**config.mk**
```make
export PLATFORM = sky130hd
export DESIGN_NAME = gbn_arq_tx
export DESIGN_NICKNAME = d
export VERILOG_FILES = /design/src/rtl/gbn_pkg.sv /design/src/rtl/gbn_replay_buf.sv /design/src/rtl/gbn_tmo_timer.sv /design/src/rtl/gbn_retry_track.sv /design/src/rtl/gbn_arq_tx.sv
export SDC_FILE = /design/constraint.sdc
export NUM_CORES = 1
export LEC_CHECK = 0
export ABC_AREA = 1
export BUFFER_PORTS_ARGS = -buffer_cell sky130_fd_sc_hd__buf_2
export CAP_MARGIN = 30
export CORE_ASPECT_RATIO = 0.75
export CORE_MARGIN = 4
export CORE_UTILIZATION = 45
export DETAILED_ROUTE_END_ITERATION = 10
export PLACE_DENSITY = 0.76
export SLEW_MARGIN = 40
export SYNTH_ARGS = -nofsm -noshare
export SYNTH_HDL_FRONTEND = slang
export SYNTH_HIERARCHICAL = 1
export SYNTH_SLANG_ARGS = --single-unit
```
**constraint.sdc**
```tcl
create_clock -name clk -period 5.4 [get_ports clk]
set_input_delay 0.27 -clock clk [delete_from_list [all_inputs] [get_ports clk]]
set_output_delay 0.27 -clock clk [all_outputs]
set_load 0.005 [all_outputs]
```
**src/rtl/gbn_pkg.sv**
```systemverilog
package gbn_pkg;
   // reason for a rewind of the send pointer
   typedef enum logic [1:0] {
      CAUSE_NONE = 2'd0,
      CAUSE_NACK = 2'd1,
      CAUSE_TMO  = 2'd2
   } gbn_cause_e;
endpackage

```
**src/rtl/gbn_replay_buf.sv**
```systemverilog
module gbn_replay_buf #(
   parameter int DEPTH  = 8,
   parameter int DATA_W = 16,
   localparam int SEQ_W = $clog2(DEPTH)
) (
   input  logic              clk,
   input  logic              we,
   input  logic [SEQ_W-1:0]  waddr,
   input  logic [DATA_W-1:0] wdata,
   input  logic [SEQ_W-1:0]  raddr,
   output logic [DATA_W-1:0] rdata
);
   logic [DATA_W-1:0] slot_q [DEPTH];

   for (genvar i = 0; i < DEPTH; i++) begin : g_slot
      always_ff @(posedge clk) begin
         if (we && waddr == SEQ_W'(i)) slot_q[i] <= wdata;
      end
   end

   assign rdata = slot_q[raddr];
endmodule

```
**src/rtl/gbn_tmo_timer.sv**
```systemverilog
module gbn_tmo_timer #(
   parameter int TMO_W = 16
) (
   input  logic             clk,
   input  logic             rst_n,
   input  logic             run,
   input  logic             restart,
   input  logic [TMO_W-1:0] limit,
   output logic             expire
);
   logic [TMO_W-1:0] tmr_q;

   always_ff @(posedge clk) begin
      if (!rst_n)                tmr_q <= '0;
      else if (restart || !run)  tmr_q <= '0;
      else if (tmr_q != limit)   tmr_q <= tmr_q + TMO_W'(1);
   end

   assign expire = run && (limit != '0) && (tmr_q == limit);


   tmr_idle_chk: assert property (@(posedge clk) disable iff (!rst_n)
      !run |=> !expire);
endmodule

```
**src/rtl/gbn_retry_track.sv**
```systemverilog
module gbn_retry_track #(
   parameter int RETRY_LIMIT = 3,
   localparam int RW = $clog2(RETRY_LIMIT + 1)
) (
   input  logic clk,
   input  logic rst_n,
   input  logic replay,
   input  logic progress,
   input  logic clear,
   output logic fault
);
   logic [RW-1:0] cnt_q, cnt_base, cnt_nxt;
   logic          flag_q;

   if (RETRY_LIMIT < 1) begin : g_bad_limit
      $error("RETRY_LIMIT must be at least 1");
   end

   always_comb begin
      cnt_base = progress ? '0 : cnt_q;
      cnt_nxt  = (replay && cnt_base != RW'(RETRY_LIMIT)) ? cnt_base + RW'(1) : cnt_base;
   end

   always_ff @(posedge clk) begin
      if (!rst_n) begin
         cnt_q  <= '0;
         flag_q <= 1'b0;
      end else begin
         cnt_q <= cnt_nxt;
         if (replay && cnt_nxt == RW'(RETRY_LIMIT)) flag_q <= 1'b1;
         else if (clear)                            flag_q <= 1'b0;
      end
   end

   assign fault = flag_q;


   fault_sticky_chk: assert property (@(posedge clk) disable iff (!rst_n)
      flag_q && !clear |=> flag_q);

   retry_reset_chk: assert property (@(posedge clk) disable iff (!rst_n)
      progress && !replay |=> cnt_q == '0);
endmodule

```
**src/rtl/gbn_arq_tx.sv**
```systemverilog
module gbn_arq_tx
   import gbn_pkg::*;
#(
   parameter int DEPTH       = 8,
   parameter int DATA_W      = 16,
   parameter int TMO_W       = 16,
   parameter int RETRY_LIMIT = 3,
   localparam int SEQ_W = $clog2(DEPTH),
   localparam int CNT_W = SEQ_W + 1
) (
   input  logic              clk,
   input  logic              rst_n,
   input  logic              in_valid,
   output logic              in_ready,
   input  logic [DATA_W-1:0] in_data,
   output logic              out_valid,
   input  logic              out_ready,
   output logic [SEQ_W-1:0]  out_seq,
   output logic [DATA_W-1:0] out_data,
   input  logic              ack_valid,
   input  logic [SEQ_W-1:0]  ack_seq,
   input  logic              nack_valid,
   input  logic [SEQ_W-1:0]  nack_seq,
   input  logic [TMO_W-1:0]  tmo_cycles,
   input  logic              fault_clear,
   output logic              fault_perm
);
   if (DEPTH < 2 || (DEPTH & (DEPTH - 1)) != 0) begin : g_bad_depth
      $error("DEPTH must be a power of two, at least 2");
   end

   logic [SEQ_W-1:0] base_q, base_a, ack_rel, nack_rel;
   logic [CNT_W-1:0] cnt_q, off_q, cnt_a, cnt_n, off_f, off_a, off_n, ack_n;
   logic             ack_ok, nack_ok, tmo_hit, in_fire, out_fire, replay;
   gbn_cause_e       cause;

   assign in_ready  = cnt_q < CNT_W'(DEPTH);
   assign in_fire   = in_valid && in_ready;
   assign out_valid = off_q < cnt_q;
   assign out_fire  = out_valid && out_ready;
   assign out_seq   = base_q + off_q[SEQ_W-1:0];

   always_comb begin
      // confirmation first
      ack_rel = ack_seq - base_q;
      ack_ok  = ack_valid && ({1'b0, ack_rel} < cnt_q);
      ack_n   = ack_ok ? {1'b0, ack_rel} + CNT_W'(1) : '0;
      base_a  = base_q + ack_n[SEQ_W-1:0];
      cnt_a   = cnt_q - ack_n;
      off_f   = off_q + CNT_W'(out_fire);
      off_a   = (off_f > ack_n) ? off_f - ack_n : '0;
      // then the report, judged on what is still held
      nack_rel = nack_seq - base_a;
      nack_ok  = nack_valid && ({1'b0, nack_rel} < cnt_a);
      if (nack_ok)                 cause = CAUSE_NACK;
      else if (tmo_hit && !ack_ok) cause = CAUSE_TMO;
      else                         cause = CAUSE_NONE;
      replay = cause != CAUSE_NONE;
      unique case (cause)
         CAUSE_NACK: off_n = {1'b0, nack_rel};
         CAUSE_TMO:  off_n = '0;
         default:    off_n = off_a;
      endcase
      cnt_n = cnt_a + CNT_W'(in_fire);
   end

   always_ff @(posedge clk) begin
      if (!rst_n) begin
         base_q <= '0;
         cnt_q  <= '0;
         off_q  <= '0;
      end else begin
         base_q <= base_a;
         cnt_q  <= cnt_n;
         off_q  <= off_n;
      end
   end

   gbn_replay_buf #(.DEPTH(DEPTH), .DATA_W(DATA_W)) u_buf (
      .clk   (clk),
      .we    (in_fire),
      .waddr (base_q + cnt_q[SEQ_W-1:0]),
      .wdata (in_data),
      .raddr (out_seq),
      .rdata (out_data)
   );

   gbn_tmo_timer #(.TMO_W(TMO_W)) u_tmr (
      .clk     (clk),
      .rst_n   (rst_n),
      .run     (cnt_q != '0),
      .restart (ack_ok || replay),
      .limit   (tmo_cycles),
      .expire  (tmo_hit)
   );

   gbn_retry_track #(.RETRY_LIMIT(RETRY_LIMIT)) u_retry (
      .clk      (clk),
      .rst_n    (rst_n),
      .replay   (replay),
      .progress (ack_ok),
      .clear    (fault_clear),
      .fault    (fault_perm)
   );


   win_bound_chk: assert property (@(posedge clk) disable iff (!rst_n)
      cnt_q <= CNT_W'(DEPTH) && off_q <= cnt_q);

   ack_slide_chk: assert property (@(posedge clk) disable iff (!rst_n)
      ack_ok |=> out_seq - off_q[SEQ_W-1:0] == $past(ack_seq) + SEQ_W'(1));

   nack_replay_chk: assert property (@(posedge clk) disable iff (!rst_n)
      nack_ok |=> out_valid && out_seq == $past(nack_seq));

   tmo_rewind_chk: assert property (@(posedge clk) disable iff (!rst_n)
      tmo_hit && !ack_ok && !nack_ok |=> off_q == '0 && out_valid);
endmodule

```
==> flow_summary.toml, run 1 <==
[worst_setup_path]
crit_fanout = 16
crit_start = "base_q[0]$_SDFF_PN0_"
path_common_cell = "inv_1"
critPathCaptureType = "register"
cp-start-kind = "register"
slowest_stage = "fa_1"
worstSetupPathType = "register to register"
max_stage_delay_ns = 0.51
critPathTopFamily = "adder cells"
r2r_start = "base_q[0]$_SDFF_PN0_"
critical_path_required_ns = 5.75
cp_num_buf_inv = 8
reg2reg_to = "u_tmr/tmr_q[7]$_SDFFE_PP0P_"
rr_worst_depth = 32
crit_arrival_ns = 5.37
rrSetupSlack_ns = 0.38

[global_route]
grt_remaining_overflow = 0
grt_pass1_wl_mm = 30.0
grt_usage_pct = 17.8
grt_pass1_vias = 6032
antenna_found_initial = 2
grt_max_degree = 66

[sta]
finalHoldViolCount = 0
rsz0062_at_grt = "false"
setup_viol = 0
fmax_mhz = 199
timing.final.crit_share_pct = 92.9
slew_headroom_pct = 49.1
finClkSkew_ns = 0.0130
finalCriticalPeriod_ns = 5.02
tns_ns = 0
maxSlewViolCount = 0
max_slew.worst_pin.slew_ns = 0.762

[clock_network]
cts_root_buffer = "clkbuf_16"
postCtsSetupBuffers = 0
htree_num_levels = 4
clk_pin_slew_ns = 0.07
cts_tree = "done"
cts.sinks = 158
cts_buffers = 17
insertion_delay_ns = 0.43
clockBufferDepth = 2

[floorplan]
coreArea_um2 = 18700
die_x_um = 168
die_h_um = 128
row_count = 43
io_pins = 67
initial_core_util_pct = 46.3
dieArea_um2 = 21500

[finish]
regArea_um2 = 4450
instances_no_fill = 1371
drive_gt1_share_pct = 12.1
syn2layout_area_growth_pct = 12.6
multi_input_area_um2 = 3130
finish.utilization_pct = 52.1
diodes = 0
fillCellCount = 1640
nets = 1189

[power_and_ir_drop]
peakVddDrop_mv = 0.436
pwr-share-comb_pct = 48.6
clock_power_share_pct = 21.5
cell_internal_pwr_w = 0.00309
power_density_nw_per_um2 = 553
swShare_pct = 42.5
power_frac_seq_pct = 29.9
leakagePower_nw = 4.62
power_switching_w = 0.00228

[hold_path]
hold_path_class = "input pin to register"
whs_endpoint = "u_retry/fault$_SDFFE_PN0P_"
hold_path_depth = 3
min_from = "fault_clear"

[status]
status = "complete, no violations"

[logic_synthesis]
synth-seq-cells = 158
synth.cell_area_um2 = 8640
ys_types = 31
synth-seq-area-share_pct = 51.5
synth-warning-count = 6
synthCells = 1044
async_flop_share_pct = 0
avgSynthCellArea_um2 = 8.27
synthFlopType = "edfxtp_1"
syn_nets = 1122
synth-edff-count = 128

[routing]
num_vias = 6577
wire_per_inst_um = 13.8
detail-route-antenna-nets = 0
drt_iter0_drc = 460
wl_mm = 18.9
drc = 0
viasPerCell = 4.80
first_pass_iters = 5

[placed_design]
port_buffers = 66
post-dp-hpwl_mm = 12.0
gp_congestion = 0.946
place_inst = 1339

[flow_run]
max_cap_viol_count = 0
==> worst max path at each step <==
stage                                               to  slack, ns  depth (start not counted)
final                      u_tmr/tmr_q[7]$_SDFFE_PP0P_       0.38                         32
after floorplan           u_tmr/tmr_q[10]$_SDFFE_PP0P_       0.42                         32
after global routing       u_tmr/tmr_q[7]$_SDFFE_PP0P_       0.01                         31
after global placement     u_tmr/tmr_q[5]$_SDFFE_PP0P_       0.37                         34
after CTS                  u_tmr/tmr_q[6]$_SDFFE_PP0P_       0.21                         32
after detailed placement  u_tmr/tmr_q[13]$_SDFFE_PP0P_       0.20                         34
==> power groups by stage <==
stage          Combinational (W)  Clock (W)  Sequential [W]
6_report                 0.00261    0.00116         0.00161
5_1_grt                  0.00294    0.00124         0.00162
4_1_cts                  0.00260    0.00118         0.00161
3_5_place_dp             0.00258          0         0.00163
3_3_place_gp             0.00252          0         0.00163
2_1_floorplan            0.00190          0         0.00161
==> placed cells by master (no fill, tap or decap), drive strengths merged <==
| cell type | n |
|---|---|
| a21o | 1 |
| a21oi | 27 |
| and2 | 2 |
| and3 | 1 |
| buf | 79 |
| bufinv | 1 |
| clkbuf | 17 |
| clkinv | 6 |
| clkinvlp | 3 |
| dfxtp | 30 |
| edfxtp | 128 |
| fa | 7 |
| ha | 26 |
| inv | 224 |
| nand2 | 358 |
| nand3 | 112 |
| nand3b | 1 |
| nand4 | 8 |
| nor2 | 62 |
| nor4 | 2 |
| o21ai | 8 |
| o21bai | 1 |
| xnor2 | 5 |
| xor2 | 15 |
==> registers in the layout, indices dropped and copies added, names as in the netlist <==
register	count
u_buf/slot_q	128
u_tmr/tmr_q	16
base_q	3
u_retry/fault	1
u_retry/cnt_q	2
off_q	4
cnt_q	4
==> per-layer routing <==
metal | GRT usage (%) | share of wire (%) | vias up
li1 | - | - | 3376
met1 | 23.8 | 45 | 2984
met2 | 29.0 | 47 | 186
met3 | 3.79 | 6.5 | 27
met4 | 5.87 | 1.5 | 4
met5 | 0 | 0.074 | -
==> Yosys cell counts, types with 2 or more instances <==
| cell type | instances | area [um^2] |
|---|---|---|
| nand2_1 | 353 | 1330 |
| inv_1 | 211 | 792 |
| edfxtp_1 | 128 | 3840 |
| nand3_1 | 109 | 546 |
| nor2_1 | 60 | 225 |
| dfxtp_1 | 30 | 601 |
| ha_1 | 26 | 325 |
| a21oi_1 | 25 | 125 |
| xor2_1 | 15 | 131 |
| buf_6 | 14 | 158 |
| buf_2 | 12 | 60.1 |
| inv_2 | 8 | 30.0 |
| nand4_1 | 8 | 50.1 |
| fa_1 | 7 | 140 |
| o21ai_0 | 7 | 35.0 |
| xnor2_1 | 5 | 43.8 |
| buf_4 | 4 | 30.0 |
| nand2_2 | 4 | 25.0 |
| nand3_2 | 3 | 30.0 |
| and2_1 | 2 | 12.5 |
| nor2_4 | 2 | 22.5 |
| nor4_1 | 2 | 12.5 |
==> through the flow <==
step / cell area, um^2 / total power, W / hold slack, ns / setup slack, ns
after detailed placement: 9140 / 0.00421 / 0.477 / 0.203
after global placement: 9130 / 0.00415 / 0.479 / 0.373
after CTS: 9710 / 0.00538 / 0.0934 / 0.207
after global routing: 9720 / 0.00580 / 0.108 / 0.0126
final: 9720 / 0.00537 / 0.108 / 0.383
after floorplan: 8640 / 0.00351 / 0.363 / 0.422
==> logic make-up after synthesis <==
logic type	after synthesis	share of synthesized area (%)
fa+ha+maj	33	5.39
xor+xnor	20	2.03
flops	158	51.5
buf+inv	250	12.4
simple gates	546	26.3
compound gates	37	2.38
==> worst min-delay path: stages <==
cell and delay [ns]:
buf_2 0.07, nand3b_1 0.09, o21ai_1 0.06
==> area by class of cell <==
type                    count  area share, %
well taps                 247           3.18
flip-flops and latches    158           45.7
repair buffers             79           4.44
clock inverters            15           1.57
clock buffers              17           4.38
inverters                 219           8.48
multi-input cells         636           32.2
==> timing repair <==
item / CTS / global route
hold buffers: 0 / 0
setup endpoints to repair: 0 / 19
gates resized for setup: 0 / 4
Power figures use the tool's default switching activity.
==> run 2: changes to the inputs <==
Settings changed: CORE_ASPECT_RATIO 0.75 to 1.2.
==> flow_summary.toml, run 2 (synthesized netlist as in run 1, its figures left out) <==
[floorplan]
die_x_um = 134
initial_core_util_pct = 45.8
io_pins = 67
dieArea_um2 = 21500
die_h_um = 160
row_count = 55
coreArea_um2 = 18900

[worst_setup_path]
worstSetupPathType = "register to register"
critical_path_required_ns = 5.76
r2r_start = "base_q[0]$_SDFF_PN0_"
crit_start = "base_q[0]$_SDFF_PN0_"
rr_worst_depth = 32
max_stage_delay_ns = 0.52
crit_fanout = 8
slowest_stage = "fa_1"
cp-start-kind = "register"
crit_arrival_ns = 5.41
critPathCaptureType = "register"

[power_and_ir_drop]
power_density_nw_per_um2 = 547
peakVddDrop_mv = 0.361
fin_total_pwr_w = 0.00531
leakagePower_nw = 4.61

[finish]
diodes = 0
nets = 1189
mostFrequentLayoutCells = "352 x nand2_1, 211 x inv_1, 128 x edfxtp_1"
final_common_cell = "nand2_1"
syn2layout_area_growth_pct = 12.5
largest_reg_flops = 128
reg_top3 = "u_buf/slot_q (128), u_tmr/tmr_q (16)"
drive_gt1_share_pct = 12.1
regMostFlops = "u_buf/slot_q"

[placed_design]
post-dp-hpwl_mm = 12.1
port_buffers = 66
gp_congestion = 0.875

[hold_path]
hold_path_depth = 1
min_from = "in_data[11]"
hold_path_class = "input pin to register"

[sta]
maxSlewViolCount = 0
setup_viol = 0
max_slew.worst_pin.slew_ns = 0.726
timing.final.crit_share_pct = 93.5
slew_headroom_pct = 51.5
finalCriticalPeriod_ns = 5.05
fmax_mhz = 198
finClkSkew_ns = 0.00921
hold_slack_ns = 0.110
finalHoldViolCount = 0

[clock_network]
cts_root_buffer = "clkbuf_16"
clockBufferDepth = 2
cts.sinks = 158
htree_num_levels = 4
postCtsSetupBuffers = 0
insertion_delay_ns = 0.42
clk_pin_slew_ns = 0.06
cts_buffers = 17
cts_tree = "done"

[flow_run]
max_cap_viol_count = 0

[routing]
wire_per_inst_um = 13.6
viasPerCell = 4.83
wl_mm = 18.7
detail-route-antenna-nets = 0
first_pass_iters = 5
num_vias = 6662
drt_iter0_drc = 409
drc = 0

[global_route]
grt_max_degree = 67
antenna_found_initial = 1
grt_pass1_wl_mm = 30.5
grt_remaining_overflow = 0
grt_pass1_vias = 6322
grt_usage_pct = 17.9

[status]
status = "complete, no violations"
[run 2: cell types whose count changed in the layout (fill, tap and decap cells not counted)]
cell / change
buf_4: -1
buf_6: +1
bufinv_16: -1
clkbuf_1: +2
clkinv_1: +2
clkinv_2: +2
clkinvlp_4: -2
inv_6: -1
inv_8: -2
nand3_1: -1
nand3_2: +1
nor2_1: -3
nor2_2: -1
nor2_4: +4
[run 2: final cells by class]
| cell class | count | area (um^2) |
|---|---|---|
| well taps | 256 | 320 |
| flip-flops and latches | 158 | 4450 |
| multi-input cells | 636 | 3170 |
| inverters | 219 | 825 |
| fillers | 1761 | 9140 |
| clock buffers | 19 | 433 |
| repair buffers | 79 | 435 |
| clock inverters | 13 | 93.8 |
[run 2: repair_timing]
| action | in CTS | in global routing |
|---|---|---|
| gates resized for setup | 0 | 11 |
| setup endpoints to repair | 0 | 19 |
| hold buffers | 0 | 0 |
| endpoints found under the hold margin | 0 | 0 |
[run 2: worst paths after layout]
path / to / slack, ns
min reg2reg: u_retry/fault$_SDFFE_PN0P_ / 0.49
max reg2reg: u_tmr/tmr_q[0]$_SDFFE_PP0P_ / 0.35
max: u_tmr/tmr_q[0]$_SDFFE_PP0P_ / 0.35
min: u_buf/slot_q[0][11]$_DFFE_PP_ / 0.11
[run 2: routing by layer]
metal | wire length, um | up-vias | share of wire, % | global-route usage, %
met4 | 489 | 2 | 2.6 | 6.76
met1 | 7690 | 3061 | 41 | 21.8
met2 | 9610 | 181 | 51 | 31.1
li1 | - | 3377 | - | -
met3 | 949 | 41 | 5.1 | 3.97
met5 | 7 | - | 0.037 | 0
[run 2: worst max-delay path: cells and delay by family (launching register included)]
family,cells,cell delay (ns)
and+or+nand+nor,16,1.55
DFF,1,0.37
AOI/OAI and AO/OA,1,0.16
xor gates and xnor gates,1,0.17
adders and majority gates,7,2.26
buffers and inverters,7,0.49
[run 2: per-stage QoR]
stage                     TNS [ns]  setup slack (ns)  utilization, %  std cells  area [um^2]
after CTS                        0            0.0828            51.3       1379         9680
after global placement           0             0.382            48.5       1347         9140
after detailed placement         0             0.114            48.5       1347         9150
final                            0             0.349            51.5       1380         9720
after floorplan                  0             0.422               -       1044         8640
after global routing       -0.0440           -0.0169            51.5       1380         9720
[run 2: report_power, final]
part	switching [W]	internal, W	total [W]
combinational	0.00172	0.000917	0.00264
sequential	0.0000739	0.00154	0.00161
clock	0.000479	0.000588	0.00107
total	0.00227	0.00304	0.00531
==> run 3: changes to the inputs <==
Settings changed: CORE_ASPECT_RATIO 1.2 to not set.
==> flow_summary.toml, run 3 (synthesized netlist as in run 1, its figures left out) <==
[status]
status = "complete, no violations"

[floorplan]
coreArea_um2 = 18800
row_count = 50
io_pins = 67
initial_core_util_pct = 46.0
dieArea_um2 = 21500
die_x_um = 147
die_h_um = 147

[global_route]
grtUsageMet3_pct = 3.94
grt_max_degree = 67
grt_pass1_wl_mm = 30.4
top_usage_layer = "met2"
grt_pass1_vias = 6318
grt_remaining_overflow = 0
met2_usage_pct = 30.2
grt_usage_pct = 17.4
antenna_found_initial = 2
met1_usage_pct = 22.1

[routing]
drc = 0
num_vias = 6617
first_pass_iters = 5
viasPerCell = 4.87
detail-route-antenna-nets = 0
wire_per_inst_um = 13.8
drt_iter0_drc = 378
wl_mm = 18.7

[sta]
timing.final.crit_share_pct = 92.9
finClkSkew_ns = 0.0107
max_slew.worst_pin.slew_ns = 0.777
fmax_mhz = 199
finalHoldViolCount = 0
maxSlewViolCount = 0
setup_viol = 0
slew_headroom_pct = 48.2
finalCriticalPeriod_ns = 5.02

[finish]
diodes = 0
final_area_um2 = 9730
regMostFlops = "u_buf/slot_q"
final_common_cell = "nand2_1"
drive_gt1_share_pct = 12.1
largest_reg_flops = 128
mostFrequentLayoutCells = "353 x nand2_1, 210 x inv_1, 128 x edfxtp_1"
nets = 1190
instances_no_fill = 1359
syn2layout_area_growth_pct = 12.7
reg_top3 = "u_buf/slot_q (128), u_tmr/tmr_q (16)"

[power_and_ir_drop]
power_density_nw_per_um2 = 556
peakVddDrop_mv = 0.441
leakagePower_nw = 4.64

[clock_network]
cts_resized = 0
insertion_delay_ns = 0.42
cts_buffers = 17
clk_pin_slew_ns = 0.07
cts_tree = "done"
hold_buffers = 0
cts.sinks = 158
htree_num_levels = 4
cts_root_buffer = "clkbuf_16"
postCtsSetupBuffers = 0
clockBufferDepth = 2

[worst_setup_path]
cp_num_buf_inv = 8
rr_worst_depth = 32
crit_fanout = 8
critPathCaptureType = "register"
critPathTopFamily = "adder cells"
worstSetupPathType = "register to register"
path_common_cell = "inv_1"
critical_path_required_ns = 5.75
crit_cells = 32
max_stage_delay_ns = 0.50
crit_arrival_ns = 5.37
slowest_stage = "fa_1"
cp-start-kind = "register"

[hold_path]
hold_path_class = "input pin to register"
hold_path_depth = 1

[placed_design]
placed_area_um2 = 9120
gp_congestion = 0.889
port_buffers = 66
post-dp-hpwl_mm = 12.0
place_inst = 1326

[flow_run]
max_cap_viol_count = 0
run 3: cell count changes in the layout (fill, tap and decap cells not counted), moves of 2 or more:
cell	change
bufinv_16	+2
clkinv_1	-2
clkinv_4	-4
inv_6	+2
inv_8	+2
nor2_1	+2
nor2_4	-3
run 3: through the flow:
stage	TNS, ns	hold WS (ns)	worst slack [ns]	utilization, %	total power [W]
floorplan	0	0.363	0.422	-	0.00351
global placement	0	0.478	0.397	48.6	0.00414
detailed placement	0	0.477	0.207	48.6	0.00421
CTS	0	0.0959	0.200	51.7	0.00542
global route	-0.00105	0.105	-0.00105	51.9	0.00588
finish	0	0.112	0.383	51.9	0.00541
run 3: cell type report:
class	instances	area, um^2
fill	1693	9040
sequential	158	4450
multi-input combinational	636	3140
inverter	219	825
timing repair buffer	80	443
clock buffer	19	433
tap	234	293
clock inverter	13	154
run 3: layer usage:
| layer | share of wire, % | vias up |
|---|---|---|
| met2 | 50 | 178 |
| met5 | 0.15 | - |
| met4 | 0.82 | 4 |
| li1 | - | 3372 |
| met3 | 5.5 | 20 |
| met1 | 44 | 3043 |
run 3: worst paths after layout:
| path | from | slack, ns | to |
|---|---|---|---|
| setup / recovery | base_q[0]$_SDFF_PN0_ | 0.38 | u_tmr/tmr_q[13]$_SDFFE_PP0P_ |
| hold / removal | in_data[3] | 0.11 | u_buf/slot_q[6][3]$_DFFE_PP_ |
| setup reg to reg | base_q[0]$_SDFF_PN0_ | 0.38 | u_tmr/tmr_q[13]$_SDFFE_PP0P_ |
| hold reg to reg | u_retry/fault$_SDFFE_PN0P_ | 0.48 | u_retry/fault$_SDFFE_PN0P_ |
run 3: worst register-to-register path: cells and delay by family (launching register included):
| kind | cells | cell delay, ns |
|---|---|---|
| adder cells (fa/ha/maj) | 7 | 2.18 |
| AND/OR/NAND/NOR | 15 | 1.48 |
| buffers and inverters | 8 | 0.58 |
| flip-flops | 1 | 0.36 |
| XOR/XNOR | 1 | 0.18 |
| AO/OA/AOI/OAI | 1 | 0.17 |
run 3: report_power, final:
group,internal [W],switching (W)
Clock,0.000693,0.000497
Sequential,0.00154,0.0000728
Combinational,0.000910,0.00170
Total,0.00314,0.00227
